File: src/rtl/uafe_pkg.sv
package uafe_pkg;

    localparam int BUS_W  = 32;
    localparam int BYTE_W = 8;

    typedef enum logic [1:0] {
        SEL_RXD  = 2'd0,
        SEL_TXD  = 2'd1,
        SEL_STAT = 2'd2,
        SEL_CTRL = 2'd3
    } reg_sel_e;

    localparam int CTRL_FLUSH_TX = 0;
    localparam int CTRL_FLUSH_RX = 1;
    localparam int CTRL_IE       = 4;

    typedef struct packed {
        logic par;
        logic frm;
        logic ovr;
    } err_flags_t;

    // Field order is the status bit order, msb first (bit 7 .. bit 0).
    typedef struct packed {
        err_flags_t errs;
        logic       ie;
        logic       tx_full;
        logic       tx_empty;
        logic       rx_full;
        logic       rx_avail;
    } stat_word_t;

    function automatic logic [BUS_W-1:0] pack_status(input stat_word_t s);
        return {{(BUS_W-$bits(stat_word_t)){1'b0}}, s};
    endfunction

    function automatic logic [BUS_W-1:0] pack_byte(input logic [BYTE_W-1:0] b);
        return {{(BUS_W-BYTE_W){1'b0}}, b};
    endfunction

endpackage

File: src/rtl/uafe_byte_fifo.sv
module uafe_byte_fifo #(
    parameter int DEPTH = 16,
    parameter int WIDTH = 8
) (
    input  logic             clk,
    input  logic             rst,
    input  logic             flush,
    input  logic             push,
    input  logic [WIDTH-1:0] din,
    input  logic             pop,
    output logic [WIDTH-1:0] dout,
    output logic             empty,
    output logic             full,
    output logic             dropped
);
    localparam int PTR_W = (DEPTH > 1) ? $clog2(DEPTH) : 1;
    localparam int CNT_W = $clog2(DEPTH + 1);

    logic [WIDTH-1:0] mem [DEPTH];
    logic [PTR_W-1:0] rd_ptr, wr_ptr;
    logic [CNT_W-1:0] count;
    logic             do_push, do_pop;

    function automatic logic [PTR_W-1:0] bump(input logic [PTR_W-1:0] p);
        return (p == PTR_W'(DEPTH - 1)) ? '0 : p + 1'b1;
    endfunction

    assign empty   = (count == '0);
    assign full    = (count == CNT_W'(DEPTH));
    assign do_pop  = pop && !empty && !flush;
    assign do_push = push && !flush && (!full || do_pop);
    assign dropped = push && !flush && full && !do_pop;
    assign dout    = mem[rd_ptr];

    always_ff @(posedge clk) begin
        if (rst || flush) begin
            rd_ptr <= '0;
            wr_ptr <= '0;
            count  <= '0;
        end else begin
            if (do_push) wr_ptr <= bump(wr_ptr);
            if (do_pop)  rd_ptr <= bump(rd_ptr);
            count <= count + CNT_W'(do_push) - CNT_W'(do_pop);
        end
    end

    always_ff @(posedge clk) begin
        if (do_push) mem[wr_ptr] <= din;
    end

    // occupancy never exceeds the depth
    a_r6_no_overflow: assert property (@(posedge clk) disable iff (rst)
        count <= CNT_W'(DEPTH));

    // a pop on an empty queue with nothing else happening leaves it empty
    a_r4_idle_pop_holds: assert property (@(posedge clk) disable iff (rst)
        (pop && empty && !push && !flush) |=> empty);

endmodule

File: src/rtl/uafe_err_tracker.sv
module uafe_err_tracker
    import uafe_pkg::*;
(
    input  logic       clk,
    input  logic       rst,
    input  logic       clr,
    input  err_flags_t ev,
    output err_flags_t flags
);
    always_ff @(posedge clk) begin
        if (rst) begin
            flags <= '0;
        end else begin
            flags <= (clr ? err_flags_t'('0) : flags) | ev;
        end
    end

    // an event that coincides with a clearing read is kept
    a_r10_event_survives_clear: assert property (@(posedge clk) disable iff (rst)
        (clr && ev.par) |=> flags.par);

    // an overrun event is visible the next cycle
    a_r8_overrun_sets: assert property (@(posedge clk) disable iff (rst)
        ev.ovr |=> flags.ovr);

endmodule

File: src/rtl/uafe_irq_unit.sv
module uafe_irq_unit (
    input  logic clk,
    input  logic rst,
    input  logic ie,
    input  logic rx_nonempty,
    input  logic tx_empty,
    output logic irq
);
    logic tx_empty_q;
    logic drain_pulse;

    always_ff @(posedge clk) begin
        if (rst) tx_empty_q <= 1'b1;
        else     tx_empty_q <= tx_empty;
    end

    assign drain_pulse = ie && tx_empty && !tx_empty_q;
    assign irq         = (ie && rx_nonempty) || drain_pulse;

    // with no receive data pending, a drain pulse never lasts two cycles
    a_r13_pulse_single: assert property (@(posedge clk) disable iff (rst)
        (irq && !rx_nonempty) |=> !(irq && !rx_nonempty));

endmodule

File: src/rtl/uart_fifo_front.sv
module uart_fifo_front
    import uafe_pkg::*;
#(
    parameter int FIFO_DEPTH = 16,
    parameter int ADDR_W     = 4
) (
    input  logic              clk,
    input  logic              rst,
    input  logic [ADDR_W-1:0] bus_addr,
    input  logic              bus_wr,
    input  logic              bus_rd,
    input  logic [31:0]       bus_wdata,
    output logic [31:0]       bus_rdata,
    output logic [7:0]        tx_byte,
    output logic              tx_valid,
    input  logic              tx_ready,
    input  logic [7:0]        rx_byte,
    input  logic              rx_valid,
    input  logic              rx_par_err,
    input  logic              rx_frm_err,
    output logic              irq
);
    reg_sel_e   sel;
    logic       wr_txd, wr_ctrl, rd_rxd, rd_stat;
    logic       tx_empty, tx_full, tx_drop;
    logic       rx_empty, rx_full, rx_drop;
    logic [7:0] rx_head;
    logic       ie_q;
    err_flags_t err_ev, err_q;
    stat_word_t stat;
    logic [BUS_W-1:0] rdata_q, rdata_d;

    assign sel     = reg_sel_e'(bus_addr[3:2]);
    assign wr_txd  = bus_wr && (sel == SEL_TXD);
    assign wr_ctrl = bus_wr && (sel == SEL_CTRL);
    assign rd_rxd  = bus_rd && (sel == SEL_RXD);
    assign rd_stat = bus_rd && (sel == SEL_STAT);

    uafe_byte_fifo #(.DEPTH(FIFO_DEPTH), .WIDTH(BYTE_W)) u_tx_q (
        .clk     (clk),
        .rst     (rst),
        .flush   (wr_ctrl && bus_wdata[CTRL_FLUSH_TX]),
        .push    (wr_txd),
        .din     (bus_wdata[BYTE_W-1:0]),
        .pop     (tx_ready),
        .dout    (tx_byte),
        .empty   (tx_empty),
        .full    (tx_full),
        .dropped (tx_drop)
    );

    uafe_byte_fifo #(.DEPTH(FIFO_DEPTH), .WIDTH(BYTE_W)) u_rx_q (
        .clk     (clk),
        .rst     (rst),
        .flush   (wr_ctrl && bus_wdata[CTRL_FLUSH_RX]),
        .push    (rx_valid),
        .din     (rx_byte),
        .pop     (rd_rxd),
        .dout    (rx_head),
        .empty   (rx_empty),
        .full    (rx_full),
        .dropped (rx_drop)
    );

    assign tx_valid = !tx_empty;

    always_ff @(posedge clk) begin
        if (rst)          ie_q <= 1'b0;
        else if (wr_ctrl) ie_q <= bus_wdata[CTRL_IE];
    end

    always_comb begin
        err_ev.ovr = rx_drop;
        err_ev.par = rx_valid && rx_par_err;
        err_ev.frm = rx_valid && rx_frm_err;
    end

    uafe_err_tracker u_errs (
        .clk   (clk),
        .rst   (rst),
        .clr   (rd_stat),
        .ev    (err_ev),
        .flags (err_q)
    );

    uafe_irq_unit u_irq (
        .clk         (clk),
        .rst         (rst),
        .ie          (ie_q),
        .rx_nonempty (!rx_empty),
        .tx_empty    (tx_empty),
        .irq         (irq)
    );

    always_comb begin
        stat.errs     = err_q;
        stat.ie       = ie_q;
        stat.tx_full  = tx_full;
        stat.tx_empty = tx_empty;
        stat.rx_full  = rx_full;
        stat.rx_avail = !rx_empty;
    end

    always_comb begin
        unique case (sel)
            SEL_RXD:  rdata_d = rx_empty ? '0 : pack_byte(rx_head);
            SEL_STAT: rdata_d = pack_status(stat);
            default:  rdata_d = '0;
        endcase
    end

    always_ff @(posedge clk) begin
        if (rst)         rdata_q <= '0;
        else if (bus_rd) rdata_q <= rdata_d;
    end

    assign bus_rdata = rdata_q;

    // reading an empty receive queue yields zero
    a_r4_empty_read_zero: assert property (@(posedge clk) disable iff (rst)
        (rd_rxd && rx_empty) |=> (bus_rdata == '0));

    // received data reads never set bits above the byte
    a_r3_upper_zero: assert property (@(posedge clk) disable iff (rst)
        rd_rxd |=> (bus_rdata[31:8] == '0));

endmodule

File: config.mk
export PLATFORM = sky130hd
export DESIGN_NAME = uart_fifo_front
export DESIGN_NICKNAME = d
export VERILOG_FILES = /design/src/rtl/uafe_pkg.sv /design/src/rtl/uafe_byte_fifo.sv /design/src/rtl/uafe_err_tracker.sv /design/src/rtl/uafe_irq_unit.sv /design/src/rtl/uart_fifo_front.sv
export SDC_FILE = /design/constraint.sdc
export NUM_CORES = 1
export LEC_CHECK = 0
export ABC_AREA = 1
export BUFFER_PORTS_ARGS = -buffer_cell sky130_fd_sc_hd__buf_2
export CORE_ASPECT_RATIO = 0.8
export CORE_MARGIN = 2
export CORE_UTILIZATION = 50
export CTS_CLUSTER_DIAMETER = 150
export DETAILED_ROUTE_END_ITERATION = 10
export HOLD_SLACK_MARGIN = 0.05
export PLACE_DENSITY_LB_ADDON = 0.1
export SETUP_SLACK_MARGIN = 0.2
export SYNTH_ARGS = -nofsm -noshare
export SYNTH_HDL_FRONTEND = slang
export SYNTH_SLANG_ARGS = --single-unit
File: constraint.sdc
create_clock -name clk -period 2.9 [get_ports clk]
set_input_delay 0.58 -clock clk [delete_from_list [all_inputs] [get_ports clk]]
set_output_delay 0.58 -clock clk [all_outputs]
set_load 0.005 [all_outputs]
==> metrics.yaml <==
placed_design:
  place_congestion: 0.812
  place_ws_ns: 0.191
  placed_area_sq_um: 13600
  numPortBuffers: 43
  dpl.cell_count: 1513
  dp_hpwl_microns: 18300
clock_network:
  insertion_delay_ns: 0.55
  root_buffer: "clkbuf_16"
  cts_tree: "done"
  cts_made_buffers: 30
  clk_pin_slew_ns: 0.06
  htreeDepth: 1
  cts_hold_buf: 0
  clk_path_buf_depth: 3
  cts_sinks: 303
die:
  die_w_microns: 184
  rows: 52
  start_util: 0.511
  ios: 94
  die-area_sq_um: 27300
  coreArea_sq_um: 25400
  die-height_microns: 148
detailed_routing:
  dr.pass1.iters: 5
  wl_met1_microns: 14800
  dr_wl_met2_microns: 11700
  drtIter0Drc: 874
  vias: 8323
  ant_nets: 0
  wl_microns: 29200
  viasPerCell: 5.29
  maxUsedRoutingLayer: "met4"
  drc: 0
  avgRoutedWirePerCell_microns: 18.5
  met3_length_microns: 2170
cells_and_area:
  nets: 1275
  fin_area_sq_um: 14700
  final_cells: 1574
  antenna_cells: 0
  areaGrowthSynthToFinish_pct: 13.1
  drive_gt1_frac: 0.130
timing:
  finalHoldViolations: 0
  rsz0062_at_grt: "no"
  skew_ns: 0.0204
  tightest_slew_ns: 0.878
  finalSetupTns_ns: 0
  fmax_mhz: 387
  setup_viol_count_final: 0
  setup_ws_ns: 0.319
  post-route-period-util: 0.890
  min_period_ns: 2.58
  slew_violations: 0
  relSlewSlack: 0.415
yosys:
  yosysMostFrequentCell: "edfxtp_1"
  yosys.area_share.simple: 0.117
  yosys_warnings: 0
  synth_area_leaders: "edfxtp_1, dfxtp_1, nand2_1"
  synth_common_cells: "edfxtp_1, nand2_1, inv_1"
  avgSynthCellArea_sq_um: 11.5
  yosys.area.top_type_share: 0.592
  ys_types: 44
  async_flop_share: 0
  syn_area_sq_um: 13000
  synth_adder_area_share: 0.0223
  synth_edf_count: 256
  yosysSeqAreaShare: 0.664
  synth_xor_area_frac: 0.00539
  synth_compound_gate_area_share: 0.0936
  synthMuxAreaShare: 0.0246
  synth-seq-cells: 303
  synth_largest_area_cell: "edfxtp_1"
  syn-instance-count: 1126
  synthFlopType: "edfxtp_1"
  synth_top_family_by_area: "simple AND/OR/NAND/NOR gates"
global_route:
  grt_start_max_net_pins: 87
  groute.usage.overall: 0.218
  grt_overflow_total: 0
  grt_pass1_wl_microns: 45000
  antenna_found_initial: 0
  grt_pass1_vias: 7719
worst_hold_path:
  hold_path.class: "in -> reg"
  min_path_cells: 3
power:
  swShare: 0.271
  p_sw_w: 0.00288
  p_int_w: 0.00776
  powerDensity_nw_per_um2: 724
  vdd_drop_max_v: 0.000525
  leakage_nw: 5.41
  pwr-share-clk: 0.347
  combPwrFrac: 0.186
  pwr-share-seq: 0.467
setup_path:
  cp_data_arrival_time_ns: 2.00
  crit_fanout: 23
  critPathRequiredTime_ns: 2.32
  worstSetupPathType: "reg -> out"
  critPathLaunchType: "register"
  rr_worst_depth: 14
  end_kind: "primary output"
flow_run:
  max_cap_violations: 0
run_status:
  status: "finished clean"
-- timing repair --
item | 4_1_cts | 5_1_grt
pin swaps | 0 | 3
endpoints found under the setup margin | 8 | 8
gates resized for setup | 0 | 12
setup buffers | 6 | 1
-- sequential cells by signal (all words and copies together), names as in the netlist, 3 cells and up, named ones only --
name           flops
u_rx_q.count       5
u_rx_q.rd_ptr      4
u_rx_q.wr_ptr      4
u_errs.flags       3
u_tx_q.mem       128
u_rx_q.mem       128
u_tx_q.wr_ptr      4
u_tx_q.rd_ptr      4
u_tx_q.count       5
bus_rdata          8
-- final timing paths --
check                                                start                         end  slack, ns
worst min register to register  u_errs.flags[2]$_SDFF_PP0_  u_errs.flags[2]$_SDFF_PP0_       0.46
worst max register to register  u_tx_q.count[2]$_SDFF_PP0_  u_tx_q.count[4]$_SDFF_PP0_       0.40
worst min-delay path                            rx_frm_err  u_errs.flags[1]$_SDFF_PP0_       0.27
worst max-delay path                              register                  tx_byte[7]       0.32
-- power groups by stage --
stage	clock network [W]	logic [W]	registers (W)
floorplan	0	0.00137	0.00503
global placement	0	0.00176	0.00513
detailed placement	0	0.00179	0.00513
CTS	0.00375	0.00196	0.00496
global route	0.00393	0.00223	0.00498
finish	0.00369	0.00198	0.00497
-- metal layers --
layer	track usage	vias up
met2	0.294	262
li1	-	4039
met4	0.0444	0
met1	0.362	3984
met3	0.0436	38
met5	0	-
-- cell families (layout without fill, tap and decap cells) --
group	Yosys count	after routing
simple gates	348	348
fa+ha+maj	22	22
flops	303	303
compound gates	212	212
xor+xnor	8	8
mux	32	32
other cells	1	24
buf+inv	200	274
-- metrics by stage --
step	hold WS, ns	total power [W]	utilization
after CTS	0.254	0.0107	0.576
after detailed placement	0.456	0.00692	0.536
final	0.274	0.0106	0.578
after global routing	0.278	0.0111	0.578
after global placement	0.452	0.00689	0.536
after floorplan	0.439	0.00640	-
-- cell usage in the layout, fill, tap and decap left out, drive strengths merged, types with 2 or more instances in the layout --
cell type	netlist	final
and3	2	2
edfxtp	256	256
nand2	127	127
nor2	114	114
conb	1	24
o211ai	52	52
clkbuf	17	46
mux2i	32	32
inv	123	122
a21oi	66	66
xor2	6	6
nor3	22	22
nand3	73	73
fa	2	2
a22o	3	3
o21ai	87	87
dfxtp	47	47
buf	59	96
ha	20	20
xnor2	2	2
nand3b	2	2
clkinv	1	9
nand4	5	5
-- worst max-delay path: stages (launching register included) --
cell	delay [ns]
dfxtp_2	0.38
clkinvlp_4	0.21
buf_12	0.22
o21ai_0	0.33
o211ai_1	0.13
nand2_1	0.08
buf_2	0.11
-- area by class of cell --
class	instances	area (sq um)
well taps	351	439
multi-input cells	646	3510
flip-flops and latches	303	8630
clock buffers	46	905
repair buffers	96	708
fillers	2124	10700
clock inverters	8	32.5
inverters	124	474
Note: power is estimated with default switching activity, not from simulation.
